==> config.mk <==
export PLATFORM = sky130hd
export DESIGN_NAME = xlat_cache
export DESIGN_NICKNAME = d
export VERILOG_FILES = /design/src/rtl/xlat_pkg.sv /design/src/rtl/xlat_match.sv /design/src/rtl/xlat_victim.sv /design/src/rtl/xlat_perm.sv /design/src/rtl/xlat_cache.sv
export SDC_FILE = /design/constraint.sdc
export NUM_CORES = 1
export LEC_CHECK = 0
export BUFFER_PORTS_ARGS = -buffer_cell sky130_fd_sc_hd__buf_2
export CAP_MARGIN = 20
export CORE_MARGIN = 4
export CORE_UTILIZATION = 55
export DETAILED_ROUTE_END_ITERATION = 16
export PLACE_DENSITY = 0.73
export SLEW_MARGIN = 20
export SYNTH_ARGS = -nofsm -noshare
export SYNTH_HDL_FRONTEND = slang
export SYNTH_HIERARCHICAL = 1
export SYNTH_SLANG_ARGS = --single-unit
export TNS_END_PERCENT = 20
==> constraint.sdc <==
create_clock -name clk -period 3 [get_ports clk]
set_input_delay 0.15 -clock clk [delete_from_list [all_inputs] [get_ports clk]]
set_output_delay 0.15 -clock clk [all_outputs]
set_load 0.05 [all_outputs]
==> src/rtl/xlat_pkg.sv <==
`timescale 1ns/1ps
package xlat_pkg;
    localparam int unsigned PERM_W = 4;
    localparam int unsigned PB_R = 0;
    localparam int unsigned PB_W = 1;
    localparam int unsigned PB_X = 2;
    localparam int unsigned PB_U = 3;

    typedef enum logic [1:0] {
        ACC_READ  = 2'd0,
        ACC_WRITE = 2'd1,
        ACC_EXEC  = 2'd2,
        ACC_RD2   = 2'd3
    } acc_kind_e;
endpackage

==> src/rtl/xlat_match.sv <==
`timescale 1ns/1ps
// Parallel key compare: one comparator per entry.
module xlat_match #(
    parameter int unsigned ENTRIES = 8,
    parameter int unsigned VPN_W   = 20
) (
    input  logic [VPN_W-1:0]              key,
    input  logic [ENTRIES-1:0]            vld,
    input  logic [ENTRIES-1:0][VPN_W-1:0] tab,
    output logic [ENTRIES-1:0]            match
);
    for (genvar g = 0; g < ENTRIES; g++) begin : g_cmp
        assign match[g] = vld[g] && (tab[g] == key);
    end
endmodule

==> src/rtl/xlat_victim.sv <==
`timescale 1ns/1ps
// Chooses the entry a fill writes: existing key, then lowest free, then pointer.
module xlat_victim #(
    parameter int unsigned ENTRIES = 8,
    localparam int unsigned IDX_W  = $clog2(ENTRIES)
) (
    input  logic [ENTRIES-1:0] vld,
    input  logic [ENTRIES-1:0] dup,
    input  logic [IDX_W-1:0]   ptr,
    output logic [ENTRIES-1:0] sel
);
    logic found;

    always_comb begin
        sel   = '0;
        found = 1'b0;
        if (|dup) begin
            sel = dup;
        end else begin
            for (int i = 0; i < ENTRIES; i++) begin
                if (!vld[i] && !found) begin
                    sel[i] = 1'b1;
                    found  = 1'b1;
                end
            end
            if (!found) begin
                sel[ptr] = 1'b1;
            end
        end
    end
endmodule

==> src/rtl/xlat_perm.sv <==
`timescale 1ns/1ps
// Rights check for the matching entry.
module xlat_perm
    import xlat_pkg::*;
(
    input  logic [PERM_W-1:0] perm,
    input  logic [1:0]        kind,
    input  logic              user,
    input  logic              hit,
    output logic              fault
);
    logic need_ok;

    always_comb begin
        unique case (acc_kind_e'(kind))
            ACC_WRITE: need_ok = perm[PB_W];
            ACC_EXEC:  need_ok = perm[PB_X];
            default:   need_ok = perm[PB_R];
        endcase
        fault = hit && !(need_ok && (!user || perm[PB_U]));
    end
endmodule

==> src/rtl/xlat_cache.sv <==
`timescale 1ns/1ps
module xlat_cache
    import xlat_pkg::*;
#(
    parameter int unsigned ENTRIES = 8,
    parameter int unsigned VPN_W   = 20,
    parameter int unsigned PPN_W   = 20,
    parameter int unsigned OFF_W   = 12,
    localparam int unsigned VA_W   = VPN_W + OFF_W,
    localparam int unsigned PA_W   = PPN_W + OFF_W,
    localparam int unsigned IDX_W  = $clog2(ENTRIES)
) (
    input  logic              clk,
    input  logic              rst_n,
    input  logic              lk_req,
    input  logic [VA_W-1:0]   lk_vaddr,
    input  logic [1:0]        lk_kind,
    input  logic              lk_user,
    output logic              lk_hit,
    output logic              lk_miss,
    output logic [PA_W-1:0]   lk_paddr,
    output logic [PERM_W-1:0] lk_perm,
    output logic              lk_fault,
    input  logic              fill_en,
    input  logic [VPN_W-1:0]  fill_vpn,
    input  logic [PPN_W-1:0]  fill_ppn,
    input  logic [PERM_W-1:0] fill_perm,
    input  logic              flush
);
    typedef struct packed {
        logic              vld;
        logic [VPN_W-1:0]  vpn;
        logic [PPN_W-1:0]  ppn;
        logic [PERM_W-1:0] perm;
    } ent_t;

    typedef struct packed {
        ent_t [ENTRIES-1:0] tab;
        logic [IDX_W-1:0]   ptr;
    } st_t;

    st_t st_d, st_q;

    logic [ENTRIES-1:0]            vld_vec;
    logic [ENTRIES-1:0][VPN_W-1:0] vpn_tab;
    logic [ENTRIES-1:0]            lk_match;
    logic [ENTRIES-1:0]            fill_match;
    logic [ENTRIES-1:0]            fill_sel;
    logic [PPN_W-1:0]              sel_ppn;
    logic [PERM_W-1:0]             sel_perm;
    logic                          any_hit;

    always_comb begin
        for (int i = 0; i < ENTRIES; i++) begin
            vld_vec[i] = st_q.tab[i].vld;
            vpn_tab[i] = st_q.tab[i].vpn;
        end
    end

    xlat_match #(.ENTRIES(ENTRIES), .VPN_W(VPN_W)) i_lk_match (
        .key  (lk_vaddr[VA_W-1:OFF_W]),
        .vld  (vld_vec),
        .tab  (vpn_tab),
        .match(lk_match)
    );

    xlat_match #(.ENTRIES(ENTRIES), .VPN_W(VPN_W)) i_fill_match (
        .key  (fill_vpn),
        .vld  (vld_vec),
        .tab  (vpn_tab),
        .match(fill_match)
    );

    xlat_victim #(.ENTRIES(ENTRIES)) i_victim (
        .vld(vld_vec),
        .dup(fill_match),
        .ptr(st_q.ptr),
        .sel(fill_sel)
    );

    // Lookup result: OR-select over the (at most one-hot) match vector.
    always_comb begin
        sel_ppn  = '0;
        sel_perm = '0;
        for (int i = 0; i < ENTRIES; i++) begin
            if (lk_match[i]) begin
                sel_ppn  = sel_ppn | st_q.tab[i].ppn;
                sel_perm = sel_perm | st_q.tab[i].perm;
            end
        end
        any_hit  = |lk_match;
        lk_hit   = lk_req && any_hit;
        lk_miss  = lk_req && !any_hit;
        lk_paddr = lk_hit ? {sel_ppn, lk_vaddr[OFF_W-1:0]} : '0;
        lk_perm  = lk_hit ? sel_perm : '0;
    end

    xlat_perm i_perm (
        .perm (lk_perm),
        .kind (lk_kind),
        .user (lk_user),
        .hit  (lk_hit),
        .fault(lk_fault)
    );

    // Next state: flush wins over fill.
    always_comb begin
        st_d = st_q;
        if (flush) begin
            for (int i = 0; i < ENTRIES; i++) begin
                st_d.tab[i].vld = 1'b0;
            end
        end else if (fill_en) begin
            for (int i = 0; i < ENTRIES; i++) begin
                if (fill_sel[i]) begin
                    st_d.tab[i] = '{vld: 1'b1, vpn: fill_vpn, ppn: fill_ppn, perm: fill_perm};
                end
            end
            st_d.ptr = (st_q.ptr == IDX_W'(ENTRIES - 1)) ? '0 : st_q.ptr + IDX_W'(1);
        end
    end

    always_ff @(posedge clk) begin
        if (!rst_n) begin
            st_q <= '0;
        end else begin
            st_q <= st_d;
        end
    end

    a_r2_one_of_two: assert property (@(posedge clk) disable iff (!rst_n)
        lk_req |-> (lk_hit != lk_miss));
    a_r2_idle_quiet: assert property (@(posedge clk) disable iff (!rst_n)
        !lk_req |-> (!lk_hit && !lk_miss));
    a_r3_offset_kept: assert property (@(posedge clk) disable iff (!rst_n)
        lk_hit |-> (lk_paddr[OFF_W-1:0] == lk_vaddr[OFF_W-1:0]));
    a_r4_fill_keeps_count: assert property (@(posedge clk) disable iff (!rst_n)
        (fill_en && !flush) |=> ($countones(vld_vec) >= $countones($past(vld_vec))));
    a_r6_unique_key: assert property (@(posedge clk) disable iff (!rst_n)
        $onehot0(lk_match));
    a_r7_flush_clears: assert property (@(posedge clk) disable iff (!rst_n)
        flush |=> (vld_vec == '0));
    a_r8_fault_on_hit: assert property (@(posedge clk) disable iff (!rst_n)
        lk_fault |-> lk_hit);
endmodule

[Yosys cells after proc, flatten, opt, wreduce, memory -nomap -nowiden]
Cells that the tools add are included.
Storage, ports and cells
  bits in registers: 363
  input port bits: 84
  output and inout port bits: 39
  logic and storage cells: 192
Operators by class
  add/sub/neg operators: 1
  order comparisons: 2
  equality and inequality tests: 19
  multiplexer cells: 54
  bitwise gates (word level): 17
  reduce and logical (&&, ||, !) cells: 66
Operators by type and width (count)
  equality test 20 bit: 16
  two-way mux 20 bit: 8
  bitwise OR 20 bit: 7
  two-way mux 4 bit: 9
  two-way mux 32 bit: 1
  two-way mux 1 bit: 31
  logical AND 1 bit: 28
  bitwise OR 4 bit: 7
  AND reduction 3 bit: 8
  AND reduction 2 bit: 9
  zero test 1 bit: 17
  two-way mux 8 bit: 2
  OR reduction 8 bit: 2
  bitwise OR 8 bit: 1
  < comparator 3 x 4 -> 1 bit (second input constant): 1
  adder 3 x 1 -> 3 bit (second input constant): 1
  demux 1 bit (select 3 bit): 1
  equality test 3 bit (second input constant): 1
  greater-or-equal comparator 3 x 1 -> 1 bit (second input constant): 1
  two-way mux 3 bit: 1
  equality test 2 x 1 -> 1 bit (second input constant): 1
  equality test 2 bit (second input constant): 1
  NOT 1 bit: 2
  case mux 1 bit (2 select lines): 1
  2 further kinds: 2

[Depth between registers and ports, before layout]
  depth in word-level cells: 36
  gate-level depth with buffers: 14

[Cells and area by module]
Netlist, hierarchy kept.
By module, submodules not included
  xlat_cache: instances 1, cells each 1786, area an instance 15817.7 um2, sequential area each 7267.0 um2
  xlat_match: instances 2, cells each 236, area an instance 1969.4 um2, sequential area each 0.0 um2
  xlat_victim: instances 1, cells each 34, area an instance 287.8 um2, sequential area each 0.0 um2
  xlat_perm: instances 1, cells each 10, area an instance 75.1 um2, sequential area each 0.0 um2

[Least setup slack after synthesis]
No wires, ideal clock.
  path type: register to output
  start: register st_q[43] (netlist name)
  end: output port lk_fault
  arrival time: 3212 ps
  required time: 2850 ps
  path slack: -362 ps
  cell stages (with the launch flop): 13
  path buffers: 3
  cells stage by stage: dfxtp_1 -> xor2_1 -> nor4_1 -> nand4_1 -> nor4_2 -> buf_2 -> nor4_4 -> a21bo_1 -> buf_6 -> buf_2 -> a31oi_1 -> o22ai_1 -> a21o_1
On the way
  cells in the longest elaborated chain, start to end: 22
  elaborated cells on any way between the ends: 25
  classes of those cells: eq/ne: 1; mux: 10; bitwise: 7; reduce/logical: 7
RTL lines
  start: declaration: RTL line xlat_cache.sv:42  | st_t st_d, st_q;
  start signal: assignment: RTL line xlat_cache.sv:127  | st_q <= st_d;
  equality test 20 bit (*): RTL line xlat_match.sv:13  | assign match[g] = vld[g] && (tab[g] == key);
  logical AND 1 bit (*): RTL line xlat_match.sv:13
  net lk_match[0]: RTL line xlat_cache.sv:46  | logic [ENTRIES-1:0] lk_match;
  two-way mux 4 bit: RTL line xlat_cache.sv:86  | if (lk_match[i]) begin
  bitwise OR 4 bit: RTL line xlat_cache.sv:88  | sel_perm = sel_perm | st_q.tab[i].perm;
  two-way mux 4 bit: RTL line xlat_cache.sv:86
  bitwise OR 4 bit: RTL line xlat_cache.sv:88
  two-way mux 4 bit: RTL line xlat_cache.sv:86
  [8 not listed]
  bitwise OR 4 bit: RTL line xlat_cache.sv:88
  two-way mux 4 bit: RTL line xlat_cache.sv:86
  two-way mux 4 bit (*): RTL line xlat_cache.sv:95  | lk_perm = lk_hit ? sel_perm : '0;
  net lk_perm[0]: RTL line xlat_cache.sv:22  | output logic [PERM_W-1:0] lk_perm,
  case mux 1 bit (2 select lines) (*): RTL line xlat_perm.sv:15  | unique case (acc_kind_e'(kind))
  logical AND 1 bit (*): RTL line xlat_perm.sv:20  | fault = hit && !(need_ok && (!user || perm[PB_U]));
  zero test 1 bit (*): RTL line xlat_perm.sv:20
  logical AND 1 bit (*): RTL line xlat_perm.sv:20
  end: declaration: RTL line xlat_cache.sv:23  | output logic lk_fault,
The timed path passes the listed nets; every way through them passes the cells marked *.

[Worst setup path in the final report]
  start: register st_q[75] (netlist name)
  end: output port lk_fault
On the way
  cells in the longest elaborated chain, start to end: 20
  elaborated cells on any way between the ends: 23
  classes of those cells: eq/ne: 1; mux: 9; bitwise: 6; reduce/logical: 7
RTL lines (RTL line)
  equality test 20 bit (*): xlat_match.sv:13
  logical AND 1 bit (*): xlat_match.sv:13
  net lk_match[1]: xlat_cache.sv:46
  two-way mux 4 bit: xlat_cache.sv:86
  bitwise OR 4 bit: xlat_cache.sv:88
  two-way mux 4 bit: xlat_cache.sv:86
  bitwise OR 4 bit: xlat_cache.sv:88
  two-way mux 4 bit: xlat_cache.sv:86
  [5 not listed]
  two-way mux 4 bit: xlat_cache.sv:86
  bitwise OR 4 bit: xlat_cache.sv:88
  two-way mux 4 bit: xlat_cache.sv:86
  two-way mux 4 bit: xlat_cache.sv:95
  case mux 1 bit (2 select lines) or logical OR 1 bit (tied branches): xlat_perm.sv:15, xlat_perm.sv:20
  logical AND 1 bit: xlat_perm.sv:20
  zero test 1 bit: xlat_perm.sv:20
  logical AND 1 bit (*): xlat_perm.sv:20
Marks and branches as above.

==> key figures <==
STA
  • Final period util: 1.16
  • Min Hold Slack: -0.00595 ns
  • Fmax: 0.288 GHz
  • Final setup vio count: 334
  • Slew Viols, Final: 0
  • Final min period: 3.48 ns
  • RSZ-0062 raised after global routing: yes
  • Slew margin rel.: 0.514
  • Fin Setup TNS: -55.66 ns
  • Setup Skew: 0.0275 ns
  • Post-route setup slack: -0.475 ns
  • Final Hold Fails: 1
  • Least-Margin Pin Slew: 0.729 ns

Synthesis
  • Post-Synth Simple-Gate Area: 0.207
  • XOR/XNOR Fraction of Synth Area: 0.139
  • Mapped Cells: 2302
  • Post-Synthesis Cell Area: 20100 um2
  • Post-synth top area share: 0.361
  • Yosys cell types: 57
  • Synth Area in Compound Gates: 0.201
  • Synth top area cells: dfxtp_1 36%, nand2_1 12%, xnor2_1 8.4%, a21boi_0 7.5%, xor2_1 5.6%
  • Seq/Total Area, Yosys: 0.361
  • Ys Warns: 6
  • Yosys top cell by area: dfxtp_1
  • Syn avg cell area: 8.74 um2
  • Syn nets: 2390
  • Synth Area in Adders: 0.00249
  • Mux cell area share after synthesis: 0.00149
  • Flops & latches, synth: 363
  • Main combinational cell family by area after synthesis: simple AND/OR/NAND/NOR gates

Global route
  • Aggregate global routing overflow: 0
  • Vias in the first global route: 17.0k
  • First-pass GRT wire length: 96.7 mm
  • Largest net degree at the start of global routing: 146
  • Antenna violations before repair: 0
  • Global Route Usage Sum: 0.311

Job
  • Max Cap Viol: 0

Power
  • P_leak: 8.90 nW
  • Power Density: 431 nW/um2
  • Peak VDD IR: 0.000351 V
  • Power, Total: 10.9 mW

Clock network
  • H-tree levels: 2
  • Max Root-Sink Buffers: 3
  • TritonCTS clock tree: yes
  • CTS sink cnt: 363
  • Clock root buffer: clkbuf_16
  • Worst-path clk slew: 0.06 ns
  • Clock latency on the worst-skew pair: 0.56 ns
  • TritonCTS buffer count: 40

Setup path
  • Req. time, crit path: 2.85 ns
  • Worst-path cell with the longest stage delay: nor4_1
  • Crit-path max cell delay: 0.34 ns
  • Crit-path cells: buf_4, xor2_1, nor4_1, nand4_1, nor4_4, buf_6, nor4_4, a21bo_4, a31oi_4, o22ai_2, a21o_1, buf_6
  • Element type at the critical path start: register
  • Critical path arrival: 3.33 ns
  • Crit Path Category: register to primary output
  • Crit. End Element: primary output
  • CP Max Fanout: 5

Floorplan
  • Die Ht: 199 um
  • Row cnt: 69
  • Boundary Pins: 123
  • Area of the core: 35800 um2
  • Die area: 39700 um2
  • Starting Density: 0.562
  • Die width: 199 um

Drt
  • Pre-antenna DRT Iters: 10
  • Drt drc: 0
  • Vias per inst: 6.05
  • Final WL: 69.5 mm
  • Vias: 18.1k
  • Drt wl/cell: 23.3 um
  • DRT iter0 DRCs: 1953
  • Antenna viol nets, final: 0

Finish
  • Layout Utilization: 0.706
  • Multi-input gate area: 12000 um2
  • Register area: 7290 um2
  • Number of flip-flops in the largest register: 363
  • Biggest regs: st_q: 363 flops
  • Fin nets: 2588
  • Fillers: 2537
  • ANT cells: 0
  • Area Overhead vs Synth: 25.6%
  • Share of cells above drive strength 1: 0.286
  • Biggest register: st_q

Placed design
  • Post-detail-place hpwl: 42.7 mm
  • PortBufs: 122
  • Placer Congestion: 0.957
  • Setup slack after placement: -0.258 ns

Worst hold path
  • Hold Crit Class: primary input to register

Outcome
  • Failing checks: hold timing, setup timing
  • Outcome: complete, but fails checks
==> cells in the final DEF, fill, tap and decap left out, types with 4 or more instances in the layout <==
| cell type | instances |
|---|---|
| a22oi_2 | 4 |
| buf_12 | 61 |
| xor2_1 | 123 |
| nor4_1 | 25 |
| nand3_1 | 14 |
| a21boi_0 | 148 |
| ha_1 | 4 |
| nand2_1 | 606 |
| inv_1 | 9 |
| a221oi_2 | 5 |
| nand2_4 | 13 |
| and3b_2 | 8 |
| dfxtp_2 | 17 |
| nand4_1 | 49 |
| buf_8 | 20 |
| a21boi_1 | 114 |
| clkinv_2 | 5 |
| and2_4 | 10 |
| dlygate4sd3_1 | 31 |
| nand2_2 | 86 |
| nor4_4 | 13 |
| dfxtp_1 | 345 |
| a22o_1 | 24 |
| a21boi_2 | 90 |
| nor4_2 | 14 |
| buf_4 | 135 |
| a221oi_1 | 20 |
| clkbuf_16 | 56 |
| clkbuf_1 | 12 |
| a22oi_1 | 44 |
| buf_2 | 82 |
| xnor2_1 | 192 |
| nand3b_4 | 8 |
| a21oi_1 | 9 |
| clkbuf_8 | 9 |
| a31oi_4 | 23 |
| xor2_2 | 5 |
| buf_6 | 36 |
| nor2_1 | 9 |
==> where the power goes <==
part	internal [mW]	leakage, nW	switching (mW)
clock network	2.85	0.634	2.07
registers	4.86	2.94	0.0334
logic	0.483	5.33	0.598
==> final cells by class <==
cell class / instances / area share
Clock buffer: 60 / 0.0457
Clock inverter: 10 / 0.00515
Inverter: 10 / 0.00158
Multi-Input combinational cell: 1703 / 0.475
Sequential cell: 363 / 0.288
Tap cell: 461 / 0.0228
Timing Repair Buffer: 382 / 0.161
==> through the flow <==
step	cells	instance area, um2	hold slack [ns]
after floorplan	2302	20200	0.398
after global placement	2840	21700	0.440
after detailed placement	2840	21700	0.444
after CTS	2951	23800	0.00120
after global routing	2989	25300	0.00728
final	2989	25300	-0.00595
==> worst max-delay path: cells and delay by family (launching register included) <==
kind	cells	cell delay, ns
AO/OA/AOI/OAI	4	0.76
flip-flops	1	0.32
XOR/XNOR	1	0.15
AND/OR/NAND/NOR	4	1.06
buffers and inverters	3	0.47
==> Yosys cell counts (all sizes together) <==
library cell	count
a31oi	27
and4	2
and3	1
nor2	9
nand3	17
a41o	2
dfxtp	363
nor4	52
a22o	24
o21ai	1
a22oi	48
o21bai	1
a21o	2
nor2b	3
nand2	705
inv	10
buf	172
a221oi	25
nand4b	1
o31ai	1
and2b	1
a41oi	1
a21oi	9
a21bo	1
o22ai	1
a21boi	352
and3b	9
or4	1
o31a	1
nand2b	3
o41ai	3
and2	12
nand3b	9
ha	4
xnor2	192
xor2	128
clkbuf	55
mux2i	3
and4b	1
nand4	50
==> kinds of logic (layout without fill, tap and decap cells) <==
logic type	Yosys count	in the layout
AND/OR/NAND/NOR	876	876
AO/OA/AOI/OAI	499	500
flip-flops	363	363
XOR/XNOR	320	320
buffers and inverters	237	462
adder cells (fa/ha/maj)	4	4
multiplexers	3	3
==> worst paths after layout <==
| path | start | endpoint | slack [ns] | depth (start not counted) |
|---|---|---|---|---|
| worst min register to register | st_q[106]$_SDFFE_PN0P_ | st_q[106]$_SDFFE_PN0P_ | 0.45 | 2 |
| worst max-delay path | st_q[75]$_SDFFE_PN0P_ | lk_fault | -0.48 | 12 |
| worst max register to register | st_q[121]$_SDFFE_PN0P_ | st_q[112]$_SDFFE_PN0P_ | -0.33 | 14 |
| worst min-delay path | fill_vpn[12] | st_q[129]$_SDFFE_PN0P_ | -0.006 | 3 |
==> layer usage <==
layer	wire (um)	GRT usage
met3	7890	0.0443
met2	31200	0.497
met1	27700	0.430
met5	0	0
met4	2710	0.114
==> repair_timing <==
item                                   4_1_cts  5_1_grt
pin swaps                                   20       59
buffers inserted                            10       25
hold buffers                                31        0
setup endpoints to repair                   99      346
gates resized for setup                    125      223
endpoints found under the hold margin      201        0
cloned                                       0       19
(Power assumes the default switching activity.)
